[src/rtl/sdrr_pkg.sv]
package sdrr_pkg;

   typedef enum logic [1:0] {
      LM_WIRE    = 2'd0,
      LM_FRAME   = 2'd1,
      LM_PAYLOAD = 2'd2,
      LM_RSVD    = 2'd3
   } len_mode_e;

   // inter-packet gap plus preamble bytes added in wire mode
   localparam int WIRE_EXTRA = 20;
   // layer-2 header plus CRC bytes removed in payload mode
   localparam int HDR_CRC = 18;

endpackage

[src/rtl/sdrr_len_comp.sv]
module sdrr_len_comp
   import sdrr_pkg::*;
#(
   parameter int LEN_W  = 14,
   parameter int COST_W = LEN_W + 1
) (
   input  logic [LEN_W-1:0]  len,
   input  logic [1:0]        mode,
   input  logic              unit_pkt,
   output logic [COST_W-1:0] cost
);

   logic [COST_W-1:0] byte_cost;

   always_comb begin
      case (len_mode_e'(mode))
         LM_WIRE:    byte_cost = COST_W'(len) + COST_W'(WIRE_EXTRA);
         LM_PAYLOAD: byte_cost = (COST_W'(len) > COST_W'(HDR_CRC)) ?
                                 COST_W'(len) - COST_W'(HDR_CRC) : '0;
         default:    byte_cost = COST_W'(len);
      endcase
      cost = unit_pkt ? COST_W'(1) : byte_cost;
   end

endmodule

[src/rtl/sdrr_level_pick.sv]
module sdrr_level_pick #(
   parameter int NUM_NODES = 8,
   parameter int PRIO_W    = 3,
   localparam int LEVELS   = 1 << PRIO_W
) (
   input  logic [NUM_NODES*PRIO_W-1:0] eprio,
   input  logic [NUM_NODES-1:0]        busy,
   output logic                        any_busy,
   output logic [PRIO_W-1:0]           top_lvl,
   output logic [NUM_NODES-1:0]        act_mask
);

   logic [NUM_NODES-1:0] lvl_mask [LEVELS];
   logic [LEVELS-1:0]    lvl_any;

   for (genvar l = 0; l < LEVELS; l++) begin : g_lvl
      for (genvar i = 0; i < NUM_NODES; i++) begin : g_node
         assign lvl_mask[l][i] = busy[i] &&
                                 (eprio[i*PRIO_W +: PRIO_W] == PRIO_W'(l));
      end
      assign lvl_any[l] = |lvl_mask[l];
   end

   always_comb begin
      top_lvl = '0;
      for (int l = LEVELS - 1; l >= 0; l--) begin
         if (lvl_any[l]) top_lvl = PRIO_W'(l);
      end
   end

   assign any_busy = |lvl_any;
   assign act_mask = lvl_mask[top_lvl];

endmodule

[src/rtl/sdrr_rr_next.sv]
module sdrr_rr_next #(
   parameter int NUM_NODES = 8,
   localparam int NODE_W   = $clog2(NUM_NODES)
) (
   input  logic [NUM_NODES-1:0] mask,
   input  logic [NODE_W-1:0]    cur,
   output logic [NODE_W-1:0]    nxt
);

   // search cur+1 upward with wrap; cur itself is checked last
   always_comb begin
      nxt = cur;
      for (int k = NUM_NODES; k >= 1; k--) begin
         if (mask[(int'(cur) + k) % NUM_NODES])
            nxt = NODE_W'((int'(cur) + k) % NUM_NODES);
      end
   end

endmodule

[src/rtl/sdrr_sched.sv]
module sdrr_sched
   import sdrr_pkg::*;
#(
   parameter int NUM_NODES = 8,
   parameter int PRIO_W    = 3,
   parameter int WEIGHT_W  = 10,
   parameter int LEN_W     = 14,
   parameter int QUANTUM   = 64,
   localparam int NODE_W   = $clog2(NUM_NODES),
   localparam int LEVELS   = 1 << PRIO_W,
   localparam int COST_W   = LEN_W + 1,
   localparam int QUANT_W  = $clog2(QUANTUM + 1),
   localparam int DEF_W    = WEIGHT_W + QUANT_W + 2
) (
   input  logic                          clk,
   input  logic                          rst_n,
   input  logic                          cfg_flat,
   input  logic [NUM_NODES*PRIO_W-1:0]   cfg_prio,
   input  logic [NUM_NODES*WEIGHT_W-1:0] cfg_weight,
   input  logic [NUM_NODES-1:0]          cfg_unit_pkt,
   input  logic [NUM_NODES*2-1:0]        cfg_len_mode,
   input  logic [NUM_NODES-1:0]          node_busy,
   input  logic [NUM_NODES*LEN_W-1:0]    head_len,
   output logic                          deq_valid,
   output logic [NODE_W-1:0]             deq_node
);

   if (NUM_NODES < 2) begin : g_bad_nodes
      $error("sdrr_sched: NUM_NODES must be at least 2");
   end
   if (QUANTUM < 1) begin : g_bad_quantum
      $error("sdrr_sched: QUANTUM must be positive");
   end
   if (COST_W > DEF_W) begin : g_bad_width
      $error("sdrr_sched: deficit narrower than charged length");
   end

   logic [NUM_NODES*PRIO_W-1:0] eprio_flat;
   logic [PRIO_W-1:0]           eprio  [NUM_NODES];
   logic [COST_W-1:0]           cost   [NUM_NODES];
   logic [DEF_W-1:0]            credit [NUM_NODES];
   logic [DEF_W-1:0]            deficit[NUM_NODES];
   logic [NODE_W-1:0]           rr_ptr [LEVELS];

   for (genvar i = 0; i < NUM_NODES; i++) begin : g_node
      logic [WEIGHT_W-1:0] wt;
      assign wt       = cfg_weight[i*WEIGHT_W +: WEIGHT_W];
      assign eprio[i] = cfg_flat ? '0 : cfg_prio[i*PRIO_W +: PRIO_W];
      assign eprio_flat[i*PRIO_W +: PRIO_W] = eprio[i];
      assign credit[i] = cfg_unit_pkt[i] ? DEF_W'(wt)
                                         : DEF_W'(wt) * DEF_W'(QUANTUM);

      sdrr_len_comp #(.LEN_W(LEN_W), .COST_W(COST_W)) u_len (
         .len      (head_len[i*LEN_W +: LEN_W]),
         .mode     (cfg_len_mode[i*2 +: 2]),
         .unit_pkt (cfg_unit_pkt[i]),
         .cost     (cost[i])
      );
   end

   logic                 any_busy;
   logic [PRIO_W-1:0]    top_lvl;
   logic [NUM_NODES-1:0] act_mask;

   sdrr_level_pick #(.NUM_NODES(NUM_NODES), .PRIO_W(PRIO_W)) u_pick (
      .eprio    (eprio_flat),
      .busy     (node_busy),
      .any_busy (any_busy),
      .top_lvl  (top_lvl),
      .act_mask (act_mask)
   );

   logic [NODE_W-1:0] cur;
   logic [NODE_W-1:0] nxt;
   assign cur = rr_ptr[top_lvl];

   sdrr_rr_next #(.NUM_NODES(NUM_NODES)) u_rr (
      .mask (act_mask),
      .cur  (cur),
      .nxt  (nxt)
   );

   logic           can_serve;
   logic [DEF_W:0] sum_w;
   logic [DEF_W-1:0] topped;

   assign can_serve = act_mask[cur] && (deficit[cur] >= DEF_W'(cost[cur]));
   assign sum_w     = {1'b0, deficit[nxt]} + {1'b0, credit[nxt]};
   assign topped    = sum_w[DEF_W] ? '1 : sum_w[DEF_W-1:0];

   always_ff @(posedge clk) begin
      if (!rst_n) begin
         deq_valid <= 1'b0;
         deq_node  <= '0;
         for (int l = 0; l < LEVELS; l++) rr_ptr[l] <= '0;
         for (int i = 0; i < NUM_NODES; i++) deficit[i] <= '0;
      end else begin
         deq_valid <= 1'b0;
         if (any_busy) begin
            if (can_serve) begin
               deq_valid    <= 1'b1;
               deq_node     <= cur;
               deficit[cur] <= deficit[cur] - DEF_W'(cost[cur]);
            end else begin
               rr_ptr[top_lvl] <= nxt;
               deficit[nxt]    <= topped;
            end
         end
         for (int i = 0; i < NUM_NODES; i++) begin
            if (!node_busy[i]) deficit[i] <= '0;
         end
      end
   end

   // ---------------- checks ----------------
   logic [PRIO_W-1:0]    chk_min;
   logic [PRIO_W-1:0]    chk_min_q;
   logic [PRIO_W-1:0]    chk_sel_q;
   logic [NUM_NODES-1:0] chk_busy_q;

   always_comb begin
      chk_min = '1;
      for (int i = 0; i < NUM_NODES; i++) begin
         if (node_busy[i] && (eprio[i] < chk_min)) chk_min = eprio[i];
      end
   end

   always_ff @(posedge clk) begin
      if (!rst_n) begin
         chk_min_q  <= '0;
         chk_sel_q  <= '0;
         chk_busy_q <= '0;
      end else begin
         chk_min_q  <= chk_min;
         chk_sel_q  <= eprio[cur];
         chk_busy_q <= node_busy;
      end
   end

   AST_TOP_PRIO: assert property (@(posedge clk) disable iff (!rst_n)
      deq_valid |-> (chk_sel_q == chk_min_q));

   AST_STROBE_BACKLOGGED: assert property (@(posedge clk) disable iff (!rst_n)
      deq_valid |-> chk_busy_q[deq_node]);

   for (genvar i = 0; i < NUM_NODES; i++) begin : g_chk
      AST_EMPTY_CLEAR: assert property (@(posedge clk) disable iff (!rst_n)
         !node_busy[i] |=> (deficit[i] == '0));

      AST_WEIGHT_NZ: assert property (@(posedge clk) disable iff (!rst_n)
         node_busy[i] |-> (cfg_weight[i*WEIGHT_W +: WEIGHT_W] != '0));
   end

endmodule

[config.mk]
export PLATFORM = sky130hd
export DESIGN_NAME = sdrr_sched
export DESIGN_NICKNAME = d
export VERILOG_FILES = /design/src/rtl/sdrr_pkg.sv /design/src/rtl/sdrr_len_comp.sv /design/src/rtl/sdrr_level_pick.sv /design/src/rtl/sdrr_rr_next.sv /design/src/rtl/sdrr_sched.sv
export SDC_FILE = /design/constraint.sdc
export NUM_CORES = 1
export LEC_CHECK = 0
export BUFFER_PORTS_ARGS = -buffer_cell sky130_fd_sc_hd__clkbuf_2
export CORE_MARGIN = 2
export CORE_UTILIZATION = 40
export CTS_CLUSTER_DIAMETER = 200
export DETAILED_ROUTE_END_ITERATION = 8
export SLEW_MARGIN = 20
export SYNTH_ARGS = -nofsm -noshare
export SYNTH_HDL_FRONTEND = slang
export SYNTH_HIERARCHICAL = 1
export SYNTH_SLANG_ARGS = --single-unit
[constraint.sdc]
create_clock -name clk -period 15.2 [get_ports clk]
set_clock_uncertainty 0.1 [all_clocks]
set_input_delay 0.76 -clock clk [delete_from_list [all_inputs] [get_ports clk]]
set_output_delay 0.76 -clock clk [all_outputs]
set_load 0.05 [all_outputs]
==> reports/metrics.csv, run 1 <==
metric,value,unit
cp.arrival,12.29,ns
drive_gt1_frac,0.187,
diodes,0,
yosysSeqAreaShare,0.241,
fin_nets,3113,
insertion_delay,0.44,ns
cts.htree.levels,4,
fp-row-count,86,
fillers,5514,
critPathSlowestCell,mux4_4,
synth_top_family_by_area,simple AND/OR/NAND/NOR gates,
worstPathRequired,15.27,ns
worstPathMaxFanout,60,
rsz0062_at_grt,false,
start_util,0.404,
cts_inserted_buffers,17,
yosys_most_used_dff,edfxtp_1,
max_freq,0.0818,GHz
grt_antenna_before_repair,0,
cts_tree,built,
min_path_type,reg2reg,
fp.coreArea,55000,sq um
cp-start-kind,input port,
via_per_inst,6.29,
numClockSinks,180,
cts_root_buffer,clkbuf_16,
synthAdderAreaFrac,0.0384,
post-cts-setup-buffers,0,
gp_congestion,0.955,
finalCritPeriodShare,0.804,
synth-edff-count,176,
tightest_slew,1.02,ns
holdBufCountCts,0,
finalSetupTns,0,ns
routedWlPerCell,22.2,um
die_y,240,um
io_buffer_count,254,
synthMuxAreaShare,0.135,
drc,0,
end_kind,register,
ios,255,
grt_overflow,0,
die-area,57400,sq um
status,finished clean,
drtPass1Iterations,6,
cts-resized-gates,0,
die_x,240,um
maxCapViolCount,0,
netlist_area,22200,sq um
drt-total-wl,79100,um
grt_usage,0.268,
period_needed,12.22,ns
async_flop_share,0,
synth-compound-area-share,0.196,
grt_first_pass_wirelength,121000,um
clockBufferDepth,2,
maxSlewHeadroom,0.319,
synth_cells,2729,
ys_ff_latch,180,
drt_iter0_markers,2257,
clk_pin_slew,0.08,ns
yosysUniqueCellTypes,100,
critPathMaxStageDelay,0.98,ns
route.vias.total,22400,
dp_hpwl,56200,um
ant_nets,0,
worstSetupPathType,in2reg,
slew_viol_final,0,
synth-simple-area-share,0.285,
grt_pass1_vias,21300,
hold_viol,0,
setup_viol,0,
avgSynthCellArea,8.14,sq um
grt_max_degree,103,
yosys.area_share.xor_xnor,0.0386,
synthesis.nets,3047,
syn_to_final_growth,8.37,%
yosysWarnings,6,
worst paths after layout:
check / start / end / slack [ns] / cells past startpoint
setup / recovery: cfg_flat / deficit[5][3]$_SDFFCE_PN0P_ / 2.98 / 32
setup reg to reg: rr_ptr[4][0]$_SDFFCE_PN0P_ / deficit[5][3]$_SDFFCE_PN0P_ / 6.08 / 24
hold / removal: deq_node[2]$_SDFFE_PN0N_ / deq_node[2]$_SDFFE_PN0N_ / 0.46 / 2
hold reg to reg: deq_node[2]$_SDFFE_PN0N_ / deq_node[2]$_SDFFE_PN0N_ / 0.46 / 2
per-layer routing:
layer  track usage  share of wire  wire length [um]
met5             0              0                 0
met4        0.0742          0.025              2000
met3        0.0300          0.079              6220
met2         0.453           0.47             37200
met1         0.360           0.43             33700
logic make-up after synthesis:
group	after synthesis
AO/OA/AOI/OAI	604
XOR/XNOR	98
buffers and inverters	296
AND/OR/NAND/NOR	1285
flip-flops	180
adder cells (fa/ha/maj)	67
multiplexers	199
final cells by class:
type                    count  area, sq um  area share
clock buffers              17          425      0.0177
clock inverters            14          153     0.00634
well taps                 748          936      0.0389
repair buffers            280         1480      0.0614
flip-flops and latches    180         5370       0.223
multi-input cells        2253        15500       0.643
inverters                  63          239     0.00992
registers in the layout, indices dropped and copies added, names as in the netlist:
name,count
deficit,152
deq_node,3
deq_valid,1
rr_ptr,24
cells in the final DEF, fill, tap and decap left out, types with 40 or more instances in the layout:
| master | synthesis | final |
|---|---|---|
| nand2_1 | 396 | 396 |
| nor2_1 | 361 | 361 |
| clkbuf_2 | 0 | 254 |
| edfxtp_1 | 176 | 176 |
| a21oi_1 | 130 | 130 |
| nand3_1 | 113 | 105 |
| mux2i_1 | 88 | 88 |
| o21ai_0 | 84 | 84 |
| ha_1 | 65 | 65 |
| mux4_2 | 65 | 64 |
| nor2b_1 | 63 | 63 |
| xor2_1 | 62 | 62 |
| inv_1 | 61 | 61 |
| a31oi_1 | 46 | 46 |
| nand2b_1 | 42 | 42 |
| nor3_1 | 41 | 41 |
| and3_1 | 40 | 40 |
worst max-delay path: cells and delay by family:
kind	cells	cell delay (ns)
xor+xnor	1	0.15
compound gates	10	2.40
mux	7	3.18
fa+ha+maj	2	0.92
simple gates	7	2.43
buf+inv	5	2.31
synth_stat cells (11+ instances only):
master / number / share of area
a211o_1: 11 / 0.0043
a211oi_1: 14 / 0.0047
a21o_1: 25 / 0.0084
a21oi_1: 130 / 0.029
a21oi_2: 16 / 0.0063
a221oi_1: 24 / 0.0095
a22o_1: 14 / 0.0055
a22oi_1: 17 / 0.0057
a311oi_1: 39 / 0.015
a31o_2: 14 / 0.0055
a31oi_1: 46 / 0.013
a32oi_1: 28 / 0.011
and3_1: 40 / 0.011
buf_1: 19 / 0.0032
buf_2: 53 / 0.012
buf_6: 27 / 0.014
clkbuf_1: 125 / 0.021
edfxtp_1: 176 / 0.24
ha_1: 65 / 0.037
inv_1: 61 / 0.010
mux2_2: 28 / 0.014
mux2i_1: 88 / 0.040
mux4_2: 65 / 0.066
nand2_1: 396 / 0.067
nand2b_1: 42 / 0.012
nand3_1: 113 / 0.025
nand3b_1: 13 / 0.0044
nand4_1: 18 / 0.0051
nand4b_1: 25 / 0.0099
nor2_1: 361 / 0.061
nor2b_1: 63 / 0.018
nor3_1: 41 / 0.0092
nor4_1: 29 / 0.0082
nor4b_1: 19 / 0.0075
nor4bb_1: 21 / 0.0095
o211ai_1: 17 / 0.0057
o21ai_0: 84 / 0.019
o31ai_1: 13 / 0.0044
or3_1: 22 / 0.0062
xnor2_1: 36 / 0.014
xor2_1: 62 / 0.024
per-stage QoR:
stage          hold WS [ns]  cells   util  setup slack, ns  cell area [sq um]
3_5_place_dp          0.429   3524  0.427             2.76              23500
5_1_grt               0.478   3555  0.438             2.15              24100
6_report              0.459   3555  0.438             2.98              24100
2_1_floorplan         0.610   2729      -             3.97              22200
3_3_place_gp          0.423   3524  0.427             2.91              23500
4_1_cts               0.453   3555  0.438             3.18              24100
Power of run 1 is not shown: default switching activity piles up to over one toggle a cycle in this logic, so the estimate is an artifact.
==> inputs of run 2 (changes only) <==
--- a/config.mk
+++ b/config.mk
@@ -5,6 +5,7 @@
 export SDC_FILE = /design/constraint.sdc
 export NUM_CORES = 1
 export LEC_CHECK = 0
+export ABC_AREA = 1
 export BUFFER_PORTS_ARGS = -buffer_cell sky130_fd_sc_hd__clkbuf_2
 export CORE_MARGIN = 2
 export CORE_UTILIZATION = 40
==> constraint.sdc (replaced) <==
create_clock -name clk -period 11.4 [get_ports clk]
set_clock_uncertainty 0.1 [all_clocks]
set_input_delay 0.57 -clock clk [delete_from_list [all_inputs] [get_ports clk]]
set_output_delay 0.57 -clock clk [all_outputs]
set_load 0.05 [all_outputs]
==> run 2 against run 1 <==
Effect of this change:
- final area up 11%
- area after synthesis up 9.9%
- synthesized cell count up 44%
- core utilization up 0.37 points
- non-clock buffer count up 18
- sequential share of layout area down 2.2 points
- global-route usage up 2.4 points
- die area up 9.7%
- hold slack worse by 0.069 ns
- worst setup slack worse by 1.4 ns
- sequential cell count unchanged
- first-iteration DRC count up 12%
- highest routed layer unchanged
==> reports/metrics.csv, run 2 <==
metric,value,unit
diodes,0,
largest_reg_flops,152,
die_x,251,um
min_path_type,reg2reg,
insertion_delay,0.45,ns
drtPass1Iterations,6,
drc,0,
grt_antenna_before_repair,0,
grt_max_degree,50,
cts_tree,built,
top_register,deficit,
finalSetupTns,0,ns
drt-total-wl,94400,um
die_y,251,um
tightest_slew,1.15,ns
worstPathRequired,11.49,ns
routedWlPerCell,19.3,um
synth_cells,3940,
drt_iter0_markers,2522,
yosysUniqueCellTypes,71,
yosys.area.top_type,edfxtp_1,
fin_nets,4412,
status,finished clean,
max_freq,0.101,GHz
yosys_most_used_dff,edfxtp_1,
cp-start-kind,input port,
critPathMaxStageDelay,0.78,ns
final_common_cell,nand2_1,
syn_to_final_growth,9.15,%
grt_pass1_vias,25500,
io_buffer_count,254,
slew_viol_final,0,
grt_usage,0.291,
netlist_area,24400,sq um
yosysWarnings,6,
fin_area,26700,sq um
synth_top_cell_area_share,0.216,
via_per_inst,5.61,
worstPathMaxFanout,43,
synth_top_cells_by_count,"nand2_1 (1,019), nor2_1 (575), inv_1 (369)",
fp.coreArea,60400,sq um
final_cell_mix,"nand2_1 (1,016), nor2_1 (573), inv_1 (369)",
hold_viol,0,
fillers,6514,
cp.arrival,9.95,ns
whs,0.389,ns
end_kind,register,
gp_congestion,0.945,
clk_pin_slew,0.07,ns
start_util,0.405,
finalCritPeriodShare,0.865,
reg.largest.list,"deficit x152, rr_ptr x24, deq_node x3",
maxCapViolCount,0,
post-cts-setup-buffers,0,
rsz0062_at_grt,false,
dp_hpwl,70900,um
numClockSinks,180,
worstSetupPathType,in2reg,
cts-resized-gates,0,
ios,255,
holdBufCountCts,0,
cts_inserted_buffers,17,
clockBufferDepth,2,
cts_root_buffer,clkbuf_16,
route.vias.total,27400,
die-area,63000,sq um
grt_first_pass_wirelength,145000,um
avgSynthCellArea,6.20,sq um
ant_nets,0,
ys_ff_latch,180,
dpl_cell_area,26100,sq um
maxSlewHeadroom,0.230,
grt_overflow,0,
period_needed,9.86,ns
cts.htree.levels,4,
synthesis.nets,4258,
cpMostUsedCell,nand2_1,
critPathSlowestCell,a21boi_2,
async_flop_share,0,
setup_viol,0,
drive_gt1_frac,0.172,
yosysSeqAreaShare,0.220,
utilization,0.442,
yosys-top-cells-area,"edfxtp_1 (22%), nand2_1 (16%), nor2_1 (8.8%)",
r2r_setup_slack,3.77,ns
synth-edff-count,176,
fp-row-count,90,
yosysMostFrequentCell,nand2_1,
[run 2: cell count changes in the layout (fill, tap and decap cells not counted), moves of 64 or more]
cell	before	now
mux4_2	64	0
inv_1	61	369
o21ai_0	84	167
nor2_1	361	573
nand2_1	396	1016
nand4_1	18	96
mux2i_1	88	0
nand3_1	105	325
a21oi_1	130	250
nand2_2	0	79
[run 2: area by class of cell]
class / instances / area [sq um] / area share
clock inverter: 15 / 100 / 0.00376
clock buffer: 17 / 425 / 0.0160
sequential: 180 / 5370 / 0.201
inverter: 448 / 1710 / 0.0642
multi-input combinational: 3149 / 16500 / 0.618
tap: 782 / 978 / 0.0367
timing repair buffer: 298 / 1600 / 0.0601
[run 2: final timing paths]
| kind | cells after the start | to | start |
|---|---|---|---|
| hold / removal | 2 | deq_node[1]$_SDFFE_PN0N_ | deq_node[1]$_SDFFE_PN0N_ |
| setup reg to reg | 41 | deficit[4][13]$_SDFFCE_PN0P_ | rr_ptr[5][0]$_SDFFCE_PN0P_ |
| setup / recovery | 56 | deficit[4][13]$_SDFFCE_PN0P_ | cfg_flat |
| hold reg to reg | 2 | deq_node[1]$_SDFFE_PN0N_ | deq_node[1]$_SDFFE_PN0N_ |
[run 2: cell families (layout without fill, tap and decap cells)]
kind of cell               Yosys count  after routing  synth area share
AOI/OAI and AO/OA                  672            672             0.168
DFF                                180            180             0.220
xor gates and xnor gates            65             65            0.0236
buffers and inverters              611            778             0.107
and+or+nand+nor                   2345           2345             0.447
adders and majority gates           67             67            0.0349
[run 2: metrics by stage]
step                      cells  worst slack [ns]
after floorplan            3940              3.14
after global placement     4857              1.44
after detailed placement   4857              1.25
after CTS                  4889              1.70
after global routing       4889             0.699
final                      4889              1.54
[run 2: worst max-delay path: cells and delay by family]
family / cells / cell delay (ns)
AOI/OAI and AO/OA: 5 / 2.00
buffers and inverters: 8 / 2.03
adders and majority gates: 2 / 0.71
and+or+nand+nor: 41 / 4.55
[run 2: per-layer routing]
| layer | wire [um] | vias to the layer above | global-route usage |
|---|---|---|---|
| li1 | - | 13400 | - |
| met1 | 39100 | 12500 | 0.381 |
| met2 | 43900 | 1335 | 0.487 |
| met3 | 7670 | 211 | 0.0396 |
| met4 | 3770 | 0 | 0.114 |
| met5 | 0 | - | 0 |
Power of run 2 is left out for the same reason.
